## config.mk

```make
export PLATFORM = sky130hd
export DESIGN_NAME = hazard_unit
export DESIGN_NICKNAME = d
export VERILOG_FILES = /design/src/rtl/hz_pkg.sv /design/src/rtl/hz_src_fwd.sv /design/src/rtl/hz_loaduse.sv /design/src/rtl/hz_dec_byp.sv /design/src/rtl/hazard_unit.sv
export SDC_FILE = /design/constraint.sdc
export NUM_CORES = 1
export LEC_CHECK = 0
export BUFFER_PORTS_ARGS = -buffer_cell sky130_fd_sc_hd__buf_2
export CORE_MARGIN = 5
export CORE_UTILIZATION = 35
export DETAILED_ROUTE_END_ITERATION = 6
export PLACE_DENSITY = 0.76
export SLEW_MARGIN = 20
export SYNTH_ARGS = -nofsm -noshare
export SYNTH_HDL_FRONTEND = slang
export SYNTH_SLANG_ARGS = --single-unit
```

## constraint.sdc

```tcl
create_clock -name vclk -period 3.1
set_input_delay 0.31 -clock vclk [all_inputs]
set_output_delay 0.31 -clock vclk [all_outputs]
set_load 0.01 [all_outputs]
```

## src/rtl/hz_pkg.sv

```systemverilog
package hz_pkg;
   typedef enum logic [1:0] {
      FWD_RF  = 2'b00,
      FWD_MWB = 2'b01,
      FWD_EXM = 2'b10
   } fwd_sel_e;
endpackage

```

## src/rtl/hz_src_fwd.sv

```systemverilog
// Source select for one ALU operand: the younger producer wins.
module hz_src_fwd
   import hz_pkg::*;
#(
   parameter int REG_AW     = 5,
   parameter bit ZERO_GUARD = 1'b1
) (
   input  logic [REG_AW-1:0] src,
   input  logic              exm_we,
   input  logic [REG_AW-1:0] exm_dst,
   input  logic              mwb_we,
   input  logic [REG_AW-1:0] mwb_dst,
   output fwd_sel_e          sel
);
   logic src_live;
   logic exm_hit;
   logic mwb_hit;

   generate
      if (ZERO_GUARD) begin : g_zero_guard
         assign src_live = |src;
      end else begin : g_no_guard
         assign src_live = 1'b1;
      end
   endgenerate

   assign exm_hit = exm_we && (exm_dst == src) && src_live;
   assign mwb_hit = mwb_we && (mwb_dst == src) && src_live;

   always_comb begin
      if (exm_hit)      sel = FWD_EXM;
      else if (mwb_hit) sel = FWD_MWB;
      else              sel = FWD_RF;
   end
endmodule

```

## src/rtl/hz_loaduse.sv

```systemverilog
// One-cycle stall when a load feeds the very next instruction.
module hz_loaduse #(
   parameter int REG_AW = 5,
   parameter int NUM_RD = 2
) (
   input  logic              ld_pending,
   input  logic [REG_AW-1:0] ld_dst,
   input  logic [REG_AW-1:0] use_idx [NUM_RD],
   output logic              stall
);
   logic [NUM_RD-1:0] hit;

   generate
      for (genvar i = 0; i < NUM_RD; i++) begin : g_cmp
         assign hit[i] = (use_idx[i] == ld_dst);
      end
   endgenerate

   assign stall = ld_pending && (|hit);
endmodule

```

## src/rtl/hz_dec_byp.sv

```systemverilog
// Decode read bypass: the regfile write lands only at the clock edge.
module hz_dec_byp #(
   parameter int REG_AW     = 5,
   parameter bit ZERO_GUARD = 1'b1
) (
   input  logic [REG_AW-1:0] rd_idx,
   input  logic              wb_we,
   input  logic [REG_AW-1:0] wb_idx,
   output logic              byp
);
   logic dst_live;

   generate
      if (ZERO_GUARD) begin : g_zero_guard
         assign dst_live = |wb_idx;
      end else begin : g_no_guard
         assign dst_live = 1'b1;
      end
   endgenerate

   assign byp = wb_we && dst_live && (wb_idx == rd_idx);
endmodule

```

## src/rtl/hazard_unit.sv

```systemverilog
module hazard_unit
   import hz_pkg::*;
#(
   parameter int REG_AW     = 5,
   parameter bit ZERO_GUARD = 1'b1
) (
   input  logic [REG_AW-1:0] dec_src_a,
   input  logic [REG_AW-1:0] dec_src_b,
   input  logic [REG_AW-1:0] ex_src_a,
   input  logic [REG_AW-1:0] ex_src_b,
   input  logic              ex_load,
   input  logic [REG_AW-1:0] ex_load_dst,
   input  logic              mem_wr,
   input  logic [REG_AW-1:0] mem_dst,
   input  logic              wb_wr,
   input  logic [REG_AW-1:0] wb_dst,
   output logic [1:0]        fwd_a,
   output logic [1:0]        fwd_b,
   output logic              dec_byp_a,
   output logic              dec_byp_b,
   output logic              pc_we,
   output logic              ifid_we,
   output logic              idex_bubble
);
   localparam int NUM_OPS = 2;

   generate
      if (REG_AW < 1 || REG_AW > 8) begin : g_bad_aw
         $error("hazard_unit: REG_AW out of range 1..8");
      end
   endgenerate

   logic [REG_AW-1:0] ex_src  [NUM_OPS];
   logic [REG_AW-1:0] dec_src [NUM_OPS];
   fwd_sel_e          op_sel  [NUM_OPS];
   logic [NUM_OPS-1:0] byp;
   logic               stall;

   assign ex_src[0]  = ex_src_a;
   assign ex_src[1]  = ex_src_b;
   assign dec_src[0] = dec_src_a;
   assign dec_src[1] = dec_src_b;

   generate
      for (genvar i = 0; i < NUM_OPS; i++) begin : g_op
         hz_src_fwd #(.REG_AW(REG_AW), .ZERO_GUARD(ZERO_GUARD)) u_fwd (
            .src     (ex_src[i]),
            .exm_we  (mem_wr),
            .exm_dst (mem_dst),
            .mwb_we  (wb_wr),
            .mwb_dst (wb_dst),
            .sel     (op_sel[i])
         );
         hz_dec_byp #(.REG_AW(REG_AW), .ZERO_GUARD(ZERO_GUARD)) u_byp (
            .rd_idx (dec_src[i]),
            .wb_we  (wb_wr),
            .wb_idx (wb_dst),
            .byp    (byp[i])
         );
      end
   endgenerate

   hz_loaduse #(.REG_AW(REG_AW), .NUM_RD(NUM_OPS)) u_ld (
      .ld_pending (ex_load),
      .ld_dst     (ex_load_dst),
      .use_idx    (dec_src),
      .stall      (stall)
   );

   assign fwd_a       = op_sel[0];
   assign fwd_b       = op_sel[1];
   assign dec_byp_a   = byp[0];
   assign dec_byp_b   = byp[1];
   assign pc_we       = ~stall;
   assign ifid_we     = ~stall;
   assign idex_bubble = stall;
endmodule

```

* Word level (Yosys, flattened, before mapping)
Index checks and enable logic that the tools add are counted.
Cells by class: bitwise operators 1, mux-type cells 4, reduce and logical (&&, ||, !) cells 16, equality and inequality tests 8
Operator list (count):
- $eq 5x5->1 | 8
- $reduce_or 5->1 | 3
- $logic_and 1x1->1 | 12
- $mux 2 | 2
- $mux 1 | 2
- $reduce_or 2->1 | 1
- $not 1->1 | 1
Word-level totals: output and inout port bits 9, register bits after elaboration 0, input port bits 38, logic and storage cells 29

* Logic depth before layout (Yosys ltp)
Gate-level depths: netlist of the first run.
depth after elaboration 5, depth in mapped cells 4, mapped depth without buffers 3

* Modules after synthesis
Synthesis of the first run repeated with hierarchy kept, for this count alone.
Second synthesis, totals: cell total of the unflattened synthesis 75, area total of the unflattened synthesis 570.5 sq um
Modules (own cells, without submodules):
- hz_src_fwd | sequential area each 0.0 sq um, area an instance 146.4 sq um, cells each 19, instances 2
- hz_dec_byp | sequential area each 0.0 sq um, area an instance 76.3 sq um, cells each 10, instances 2
- hz_loaduse | sequential area each 0.0 sq um, area an instance 113.9 sq um, cells each 15, instances 1
- hazard_unit | sequential area each 0.0 sq um, area an instance 11.3 sq um, cells each 2, instances 1

* Worst setup path before layout of the first run
OpenSTA, ideal clock, no wires.
path type input to output, from input port ex_src_a[1], to output port fwd_a[1], data arrival time 1237 ps, setup slack 1553 ps, cell stages on the path 4, path buffers 1, required time 2790 ps, cells stage by stage or4_4 -> nor2_4 -> and3b_1 -> buf_4
On the way: word-level cells in the longest chain between the ends 4, elaborated cells between the ends (all ways) 5, those cells by class eq/ne: 1; mux: 1; reduce/logical: 3
RTL lines:
- start: declaration | RTL line hazard_unit.sv:9 | input logic [REG_AW-1:0] ex_src_a,
- $eq 5x5->1 | RTL line hz_src_fwd.sv:27 | assign exm_hit = exm_we && (exm_dst == src) && src_live;
- $logic_and 1x1->1 | RTL line hz_src_fwd.sv:27
- $logic_and 1x1->1 (*) | RTL line hz_src_fwd.sv:27
- via g_op[0].u_fwd.exm_hit | RTL line hz_src_fwd.sv:16 | logic exm_hit;
- $mux 2 (*) | RTL line hz_src_fwd.sv:31 | if (exm_hit) sel = FWD_EXM;
- end: declaration | RTL line hazard_unit.sv:17 | output logic [1:0] fwd_a,
Mark *: on every way through the listed nets, which the timed path passes. The rest lies on a longest branch.

* Worst setup path after layout of the first run
from input port ex_src_a[1], to output port fwd_a[1]
On the way: word-level cells in the longest chain between the ends 4, elaborated cells between the ends (all ways) 5, those cells by class eq/ne: 1; mux: 1; reduce/logical: 3
RTL lines (RTL line):
- $eq 5x5->1 | hz_src_fwd.sv:27
- $logic_and 1x1->1 | hz_src_fwd.sv:27
- $logic_and 1x1->1 (*) | hz_src_fwd.sv:27
- $mux 2 (*) | hz_src_fwd.sv:31
Mark *: on every way between the ends. The rest lies on a longest branch, timed or not.

==> flow_summary_export.csv, run 1 <==
group,metric,value,unit
setup_path,path_max_fanout,3,
drt,finalWirelength,1745,um
synthesis,synthTopCellsByArea,"xnor2_1, xor2_1, nor4_1",
floorplanning,start_util,36.34,%
setup_path,critPathCaptureType,"primary output",
sta,tns,0,ns
drt,viasPerCell,4.863,
synthesis,yosys.area.top_type_share,28.23,%
sta,setup_slack,1.409,ns
sta,post-route-min-period,1.691,ns
final_layout,drive_gt1_share,48.25,%
synthesis,syn_area,620.6,um2
synthesis,ys_seq_area_share,0,%
final_layout,nets,154,
placed_design,hpwl,1598,um
drt,wl_per_cell,12.55,um
synthesis,yosys-top-cells-count,"xnor2_1, xor2_1, nor4_1",
synthesis,synth_cell_type_count,18,
floorplanning,fp.dieW,52.11,um
hold_path,min_path_type,"primary input to primary output",
setup_path,startpoint_type,"primary input",
final_layout,seq_area,0,um2
run,cap_violations,0,
placed_design,gp_congestion,0.7260,
final_layout,multi_input_area,568.0,um2
drt,drc,0,
final_layout,seq_cells,0,
final_layout,num-fill-cells,163,
setup_path,crit_chain,"buf_2 > or4_4 > nor2_4 > and3b_1 > buf_2",
floorplanning,num_rows,15,
sta,worstMarginPinSlew,0.3710,ns
final_layout,area_delta_synth_final,34.48,%
placed_design,post-place-ws,1.406,ns
setup_path,cp_num_cells,5,
clock_network,postCtsSetupBuffers,0,
sta,hold_viol,0,
synthesis,synth_warnings,0,
grt,grt_max_degree,6,
setup_path,cp_data_arrival_time,1.38,ns
setup_path,cp_top_family,"simple AND/OR/NAND/NOR gates",
sta,slew_viol_final,0,
clock_network,cts_resized,0,
setup_path,crit_slowest_cell,"or4_4",
setup_path,crit_required,2.79,ns
setup_path,criticalPathCategory,"primary input to primary output",
setup_path,cpPeakStageDelay,0.54,ns
synthesis,synth_area_per_cell,8.275,um2
sta,setup_viol_count_final,0,
power,p_per_area,129.7,nW/um2
sta,rsz0062_at_grt,"false",
outcome,status,"finished clean",
power,p_leak,0.3684,nW
grt,antenna_found_initial,0,
floorplanning,fp.coreArea,1708,um2
setup_path,cp_common_cell,"buf_2",
setup_path,worstSetupEndpoint,"fwd_a[1]",
placed_design,portBuffers,47,
sta,finalCritPeriodShare,54.54,%
drt,drt_iter0_markers,9,
grt,grt_pass1_vias,662,
synthesis,yosysTopAreaCell,"xnor2_1",
power,vdd_ir_drop_max,0.05379,mV
setup_path,crit_start,"ex_src_a[1]",
drt,vias,676,
sta,slew_headroom,75.04,%
synthesis,netlist_instances,75,
drt,antenna_left,0,
floorplanning,io_pins,47,
setup_path,cp.buffers_inverters,2,
final_layout,antenna_cells,0,
grt,grt-ovfl-total,0,
floorplanning,die_area,2715,um2
floorplanning,dieHeight,52.11,um
final_layout,clockBufferCount,0,
grt,grtUsageTotal,12.04,%
sta,fmax,591.5,MHz
drt,drtPass1Iterations,3,
clock_network,hold_buffers,0,
synthesis,synth_nets,113,
grt,grt_pass1_wl,2622,um
## worst min path at each step
stage / from / slack, ns / end / cells past startpoint
detailed placement: ex_load / 0.95 / pc_we / 3
finish: ex_load / 0.94 / pc_we / 3
floorplan: wb_wr / 0.73 / fwd_a[0] / 2
global route: ex_load / 0.96 / pc_we / 3
global placement: ex_load / 0.95 / pc_we / 3
CTS: ex_load / 0.95 / pc_we / 3
## metal layers
metal	GRT usage (%)	routed length (um)	up-vias
li1	-	-	337
met1	14.97	730	298
met2	23.22	794	41
met3	1.146	219	0
met4	0	0	0
met5	0	0	-
## power breakdown
group / switching [mW] / internal (mW) / total, mW
Clock: 0 / 0 / 0
Combinational: 0.0542 / 0.0540 / 0.108
Sequential: 0 / 0 / 0
Total: 0.0542 / 0.0540 / 0.108
## cells in the final DEF, fill, tap and decap left out, drive strengths merged
master,synthesis,routed
buf,7,47
xor2,20,20
xnor2,20,20
nor4,6,6
or4,3,3
and2,3,3
nor2,2,2
and3b,2,2
nand2,2,2
nand4,2,2
a2111oi,2,2
nand3,2,2
o21ai,1,1
a32o,1,1
a32oi,1,1
## logic make-up after synthesis
kind of cell	Yosys count	synth area share, %
xor gates and xnor gates	40	56.45
and+or+nand+nor	22	25.81
buffers and inverters	8	8.466
AOI/OAI and AO/OA	5	9.275
## final cells by class
type	instances	share of cell area, %
Timing Repair Buffer	47	28.19
Tap cell	25	3.748
Multi-Input combinational cell	67	68.07
## per-stage QoR
stage	power, mW	utilization, %	cells	hold WS, ns	instance area [um2]
2_1_floorplan	0.06383	-	75	0.7271	620.6
3_3_place_gp	0.1056	48.86	139	0.9478	834.6
3_5_place_dp	0.1092	48.86	139	0.9458	834.6
4_1_cts	0.1097	48.86	139	0.9455	834.6
5_1_grt	0.1180	48.86	139	0.9618	834.6
6_report	0.1082	48.86	139	0.9442	834.6
No activity file was read; power rests on OpenSTA's default activity.
==> run 2: changes to the inputs <==
--- a/config.mk
+++ b/config.mk
@@ -5,11 +5,12 @@
 export SDC_FILE = /design/constraint.sdc
 export NUM_CORES = 1
 export LEC_CHECK = 0
+export ABC_AREA = 1
 export BUFFER_PORTS_ARGS = -buffer_cell sky130_fd_sc_hd__buf_2
 export CORE_MARGIN = 5
 export CORE_UTILIZATION = 35
 export DETAILED_ROUTE_END_ITERATION = 6
-export PLACE_DENSITY = 0.76
+export PLACE_DENSITY = 0.75
 export SLEW_MARGIN = 20
 export SYNTH_ARGS = -nofsm -noshare
 export SYNTH_HDL_FRONTEND = slang
==> constraint.sdc (replaced) <==
create_clock -name vclk -period 1.4
set_input_delay 0.14 -clock vclk [all_inputs]
set_output_delay 0.14 -clock vclk [all_outputs]
set_load 0.01 [all_outputs]
==> run 2 against run 1 <==
Critical path type unchanged. Setup slack worse by 1.1 ns. Critical path depth up 1. Synthesized cell count increased by 110%. Cell area is 16% higher. Die area increased by 15%. Hold slack worse by 0.39 ns. Synthesized area rose by 18%. Total power up 140%. Global-route usage is 1.3 points higher.
==> flow_summary_export.csv, run 2 <==
group,metric,value,unit
final_layout,finish.utilization,48.86,%
synthesis,synth.most_common_cell,"nand2_1",
drt,vias,982,
final_layout,stdcell_area,968.4,um2
sta,fmax,912.6,MHz
sta,setup_viol_count_final,0,
setup_path,critPathCaptureType,"primary output",
grt,grt_max_degree,7,
floorplanning,fp.coreArea,1982,um2
sta,worstMarginPinSlew,0.2413,ns
setup_path,cp_top_family,"buffers and inverters",
setup_path,criticalPathCategory,"primary input to primary output",
sta,slew_headroom,83.74,%
power,total_power,0.2615,mW
final_layout,seq_area,0,um2
synthesis,synthTopCellsByArea,"nand2_1, xnor2_1, inv_1",
sta,post-route-min-period,1.096,ns
grt,grt-ovfl-total,0,
grt,grtUsageTotal,13.32,%
final_layout,clockBufferCount,0,
sta,finalCritPeriodShare,78.27,%
drt,viasPerCell,4.364,
synthesis,synth_cell_type_count,18,
final_layout,final_common_cell,"nand2_1",
placed_design,place_area,968.4,um2
floorplanning,io_pins,47,
final_layout,nets,238,
final_layout,area_delta_synth_final,32.08,%
placed_design,hpwl,1888,um
synthesis,synth_warnings,0,
drt,drtPass1Iterations,4,
sta,slew_viol_final,0,
clock_network,postCtsSetupBuffers,0,
synthesis,yosys-top-cells-count,"nand2_1, inv_1, nor2_1",
placed_design,portBuffers,47,
setup_path,startpoint_type,"primary input",
floorplanning,start_util,36.99,%
floorplanning,dieHeight,55.77,um
final_layout,drive_gt1_share,26.26,%
setup_path,crit_chain,"buf_2 > inv_1 > nand3_1 > o21ai_0 > nor3_1 > buf_2",
synthesis,synth_nets,193,
drt,antenna_left,0,
final_layout,antenna_cells,0,
power,p_per_area,270.0,nW/um2
clock_network,hold_buffers,0,
final_layout,seq_cells,0,
sta,holdWs,0.5516,ns
placed_design,gp_congestion,0.8238,
hold_path,min_path_type,"primary input to primary output",
drt,drt_iter0_markers,18,
final_layout,final_cell_mix,"nand2_1, buf_2, inv_1",
grt,grt_pass1_wl,3663,um
grt,grt_pass1_vias,907,
synthesis,yosysTopAreaCell,"nand2_1",
setup_path,cp_data_arrival_time,0.96,ns
setup_path,cp_common_cell,"buf_2",
sta,rsz0062_at_grt,"false",
setup_path,cp.buffers_inverters,3,
synthesis,yosys.area.top_type_share,31.23,%
run,cap_violations,0,
drt,drc,0,
setup_path,crit_required,1.26,ns
power,p_leak,0.6097,nW
synthesis,synth_area_per_cell,4.730,um2
setup_path,path_max_fanout,5,
drt,finalWirelength,2084,um
outcome,status,"finished clean",
floorplanning,num_rows,16,
drt,wl_per_cell,9.262,um
floorplanning,fp.dieW,55.77,um
synthesis,netlist_instances,155,
sta,hold_viol,0,
floorplanning,die_area,3110,um2
setup_path,cpPeakStageDelay,0.23,ns
sta,tns,0,ns
synthesis,ys_seq_area_share,0,%
clock_network,cts_resized,0,
power,vdd_ir_drop_max,0.1250,mV
synthesis,syn_area,733.2,um2
setup_path,crit_slowest_cell,"o21ai_0",
grt,antenna_found_initial,0,
[run 2: cell types whose count changed after synthesis, moves of 6 or more]
cell	change
inv_1	+26
xnor2_1	-6
nand2_1	+59
nand3_1	+8
nor4_1	-6
nor2_1	+17
xor2_1	-18
[run 2: final timing paths]
kind                  startpoint   endpoint  slack, ns  cells past startpoint
worst max-delay path   wb_dst[2]  dec_byp_a       0.30                      6
worst min-delay path     ex_load    ifid_we       0.55                      3
[run 2: cells by family after synthesis]
| kind of cell | Yosys count | share of synthesized area, % |
|---|---|---|
| and+or+nand+nor | 101 | 57.68 |
| buffers and inverters | 33 | 19.45 |
| xor gates and xnor gates | 16 | 19.11 |
| AOI/OAI and AO/OA | 5 | 3.753 |
[run 2: power breakdown]
group / internal, mW / total (mW) / switching (mW)
combinational: 0.119 / 0.261 / 0.143
clock: 0 / 0 / 0
sequential: 0 / 0 / 0
total: 0.119 / 0.261 / 0.143
[run 2: per-stage QoR]
stage	setup WS, ns	instances
floorplan	0.4845	155
global placement	0.2885	225
detailed placement	0.3041	225
CTS	0.3016	225
global route	0.2108	225
finish	0.3042	225
[run 2: layout make-up]
type               count  area, um2
multi-input cells    122      590.6
repair buffers        47      235.2
inverters             29      108.9
fillers              226       1013
well taps             27      33.78
[run 2: tightest hold or removal path, stage by stage]
cell and delay, ns:
buf_2 0.08, nand2_1 0.05, buf_2 0.13
[run 2: metal layers]
metal / routed length [um] / global-route usage [%]
met4: 0 / 0.3472
met1: 1024 / 19.32
met3: 147 / 1.160
met5: 0 / 0
met2: 912 / 22.30
==> run 3: changes to the inputs <==
--- a/config.mk
+++ b/config.mk
@@ -5,12 +5,12 @@
 export SDC_FILE = /design/constraint.sdc
 export NUM_CORES = 1
 export LEC_CHECK = 0
-export ABC_AREA = 1
+export ABC_AREA = 0
 export BUFFER_PORTS_ARGS = -buffer_cell sky130_fd_sc_hd__buf_2
 export CORE_MARGIN = 5
 export CORE_UTILIZATION = 35
 export DETAILED_ROUTE_END_ITERATION = 6
-export PLACE_DENSITY = 0.75
+export PLACE_DENSITY = 0.76
 export SLEW_MARGIN = 20
 export SYNTH_ARGS = -nofsm -noshare
 export SYNTH_HDL_FRONTEND = slang
==> constraint.sdc (replaced) <==
create_clock -name vclk -period 1.1
set_input_delay 0.11 -clock vclk [all_inputs]
set_output_delay 0.11 -clock vclk [all_outputs]
set_load 0.01 [all_outputs]
==> run 3 against run 2 <==
Flip-flop and latch count unchanged. The run now ends with setup timing left. Critical path type unchanged. Critical path depth is 1 lower. Cell area grew 27%. Combinational power rose by 81%. Utilization is 23 points higher. Die area is 13% lower. Critical endpoint is now fwd_a[1]. Via count fell by 26%. Non-clock buffer count rose by 18. Final cell count is 30% lower. Total power rose by 81%.
==> flow_summary_export.csv, run 3 (synthesis results as in run 1) <==
group,metric,value,unit
outcome,status,"complete, but fails checks",
outcome,violations,"setup timing",
sta,hold_viol,0,
grt,grt_max_degree,6,
hold_path,min_from,"ex_load",
final_layout,antenna_cells,0,
final_layout,final_common_cell,"buf_2",
sta,setup_viol_count_final,9,
setup_path,crit_required,0.99,ns
final_layout,multi_input_area,742.0,um2
sta,fmax,777.6,MHz
floorplanning,io_pins,47,
power,p_int,0.2562,mW
sta,worstMarginPinSlew,0.2866,ns
setup_path,criticalPathCategory,"primary input to primary output",
setup_path,startpoint_type,"primary input",
floorplanning,start_util,36.34,%
setup_path,crit_slowest_cell,"or4_4",
drt,vias,730,
final_layout,drive_gt1_share,69.70,%
setup_path,path_max_fanout,2,
placed_design,post-place-ws,-0.1888,ns
grt,grt_pass1_vias,735,
power,p_per_area,383.8,nW/um2
sta,rsz0062_at_grt,"true",
grt,grt-ovfl-total,0,
drt,wl_per_cell,13.89,um
setup_path,cp_data_arrival_time,1.18,ns
hold_path,min_path_type,"primary input to primary output",
sta,tns,-0.8143,ns
sta,holdWs,0.5411,ns
floorplanning,fp.dieW,52.11,um
floorplanning,dieHeight,52.11,um
setup_path,cpPeakStageDelay,0.53,ns
drt,antenna_left,0,
final_layout,clockBufferCount,0,
final_layout,finish.utilization,72.16,%
clock_network,postCtsSetupBuffers,0,
final_layout,final_cell_mix,"buf_2, buf_4, xnor2_1",
drt,viasPerCell,4.650,
sta,slew_viol_final,0,
power,total_power,0.4730,mW
power,p_switching,0.2168,mW
floorplanning,die_area,2715,um2
hold_path,min_to,"pc_we",
sta,post-route-min-period,1.286,ns
placed_design,gp_congestion,0.7276,
setup_path,critPathCaptureType,"primary output",
setup_path,crit_chain,"buf_6 > or4_4 > nor2_4 > and3b_1 > buf_2",
sta,setup_slack,-0.1861,ns
floorplanning,fp.coreArea,1708,um2
final_layout,nets,172,
sta,finalCritPeriodShare,116.9,%
grt,antenna_found_initial,0,
clock_network,hold_buffers,0,
final_layout,seq_area,0,um2
final_layout,num-fill-cells,130,
hold_path,hold_depth,3,
grt,grtUsageTotal,14.36,%
drt,drc,0,
final_layout,seq_cells,0,
grt,grt_pass1_wl,3098,um
power,clkPwrFrac,0,%
drt,finalWirelength,2181,um
power,p_sw_share,45.84,%
floorplanning,num_rows,15,
drt,drtPass1Iterations,1,
power,seqPwrFrac,0,%
power,p_leak,0.5288,nW
placed_design,portBuffers,47,
power,power.share.combinational,100.0,%
power,vdd_ir_drop_max,0.2113,mV
run,cap_violations,0,
final_layout,area_delta_synth_final,98.59,%
sta,slew_headroom,80.74,%
drt,drt_iter0_markers,0,
placed_design,hpwl,1730,um
run 3: through the flow:
step           cells  area, um2
2_1_floorplan     75      633.1
3_3_place_gp     157      994.7
3_5_place_dp     157      994.7
4_1_cts          157       1082
5_1_grt          157       1232
6_report         157       1232
run 3: area by class of cell:
cell class | instances | share of cell area, %
Tap cell | 25 | 2.538
Multi-Input combinational cell | 67 | 60.20
Timing Repair Buffer | 65 | 37.26
run 3: worst max path at each step:
| stage | depth (start not counted) | endpoint | start | slack (ns) |
|---|---|---|---|---|
| floorplan | 4 | fwd_a[1] | ex_src_a[1] | -0.05 |
| global placement | 5 | fwd_b[1] | ex_src_b[1] | -0.17 |
| detailed placement | 5 | fwd_a[1] | ex_src_a[1] | -0.19 |
| CTS | 5 | fwd_a[1] | ex_src_a[2] | -0.18 |
| global route | 5 | fwd_a[1] | ex_src_a[2] | -0.22 |
| finish | 5 | fwd_a[1] | ex_src_a[2] | -0.19 |
run 3: critical path, delay by kind of cell:
family / cells / cell delay, ns
buffers and inverters: 2 / 0.22
AND/OR/NAND/NOR: 3 / 0.83
run 3: power groups by stage:
stage | sequential (mW) | clock (mW) | combinational (mW)
after floorplan | 0 | 0 | 0.185
after global placement | 0 | 0 | 0.354
after detailed placement | 0 | 0 | 0.366
after CTS | 0 | 0 | 0.403
after global routing | 0 | 0 | 0.509
final | 0 | 0 | 0.473
run 3: per-layer routing:
metal | GRT usage (%) | up-vias | routed length (um)
met3 | 1.433 | 0 | 242
met5 | 0 | - | 0
met2 | 28.87 | 39 | 1193
met1 | 16.87 | 327 | 745
met4 | 0 | 0 | 0
li1 | - | 364 | -
run 3: what timing repair did:
item	CTS	global route
endpoints found under the hold margin	0	0
setup endpoints to repair	9	9
pin swaps	14	15
cloned	0	0
gates resized for setup	15	25
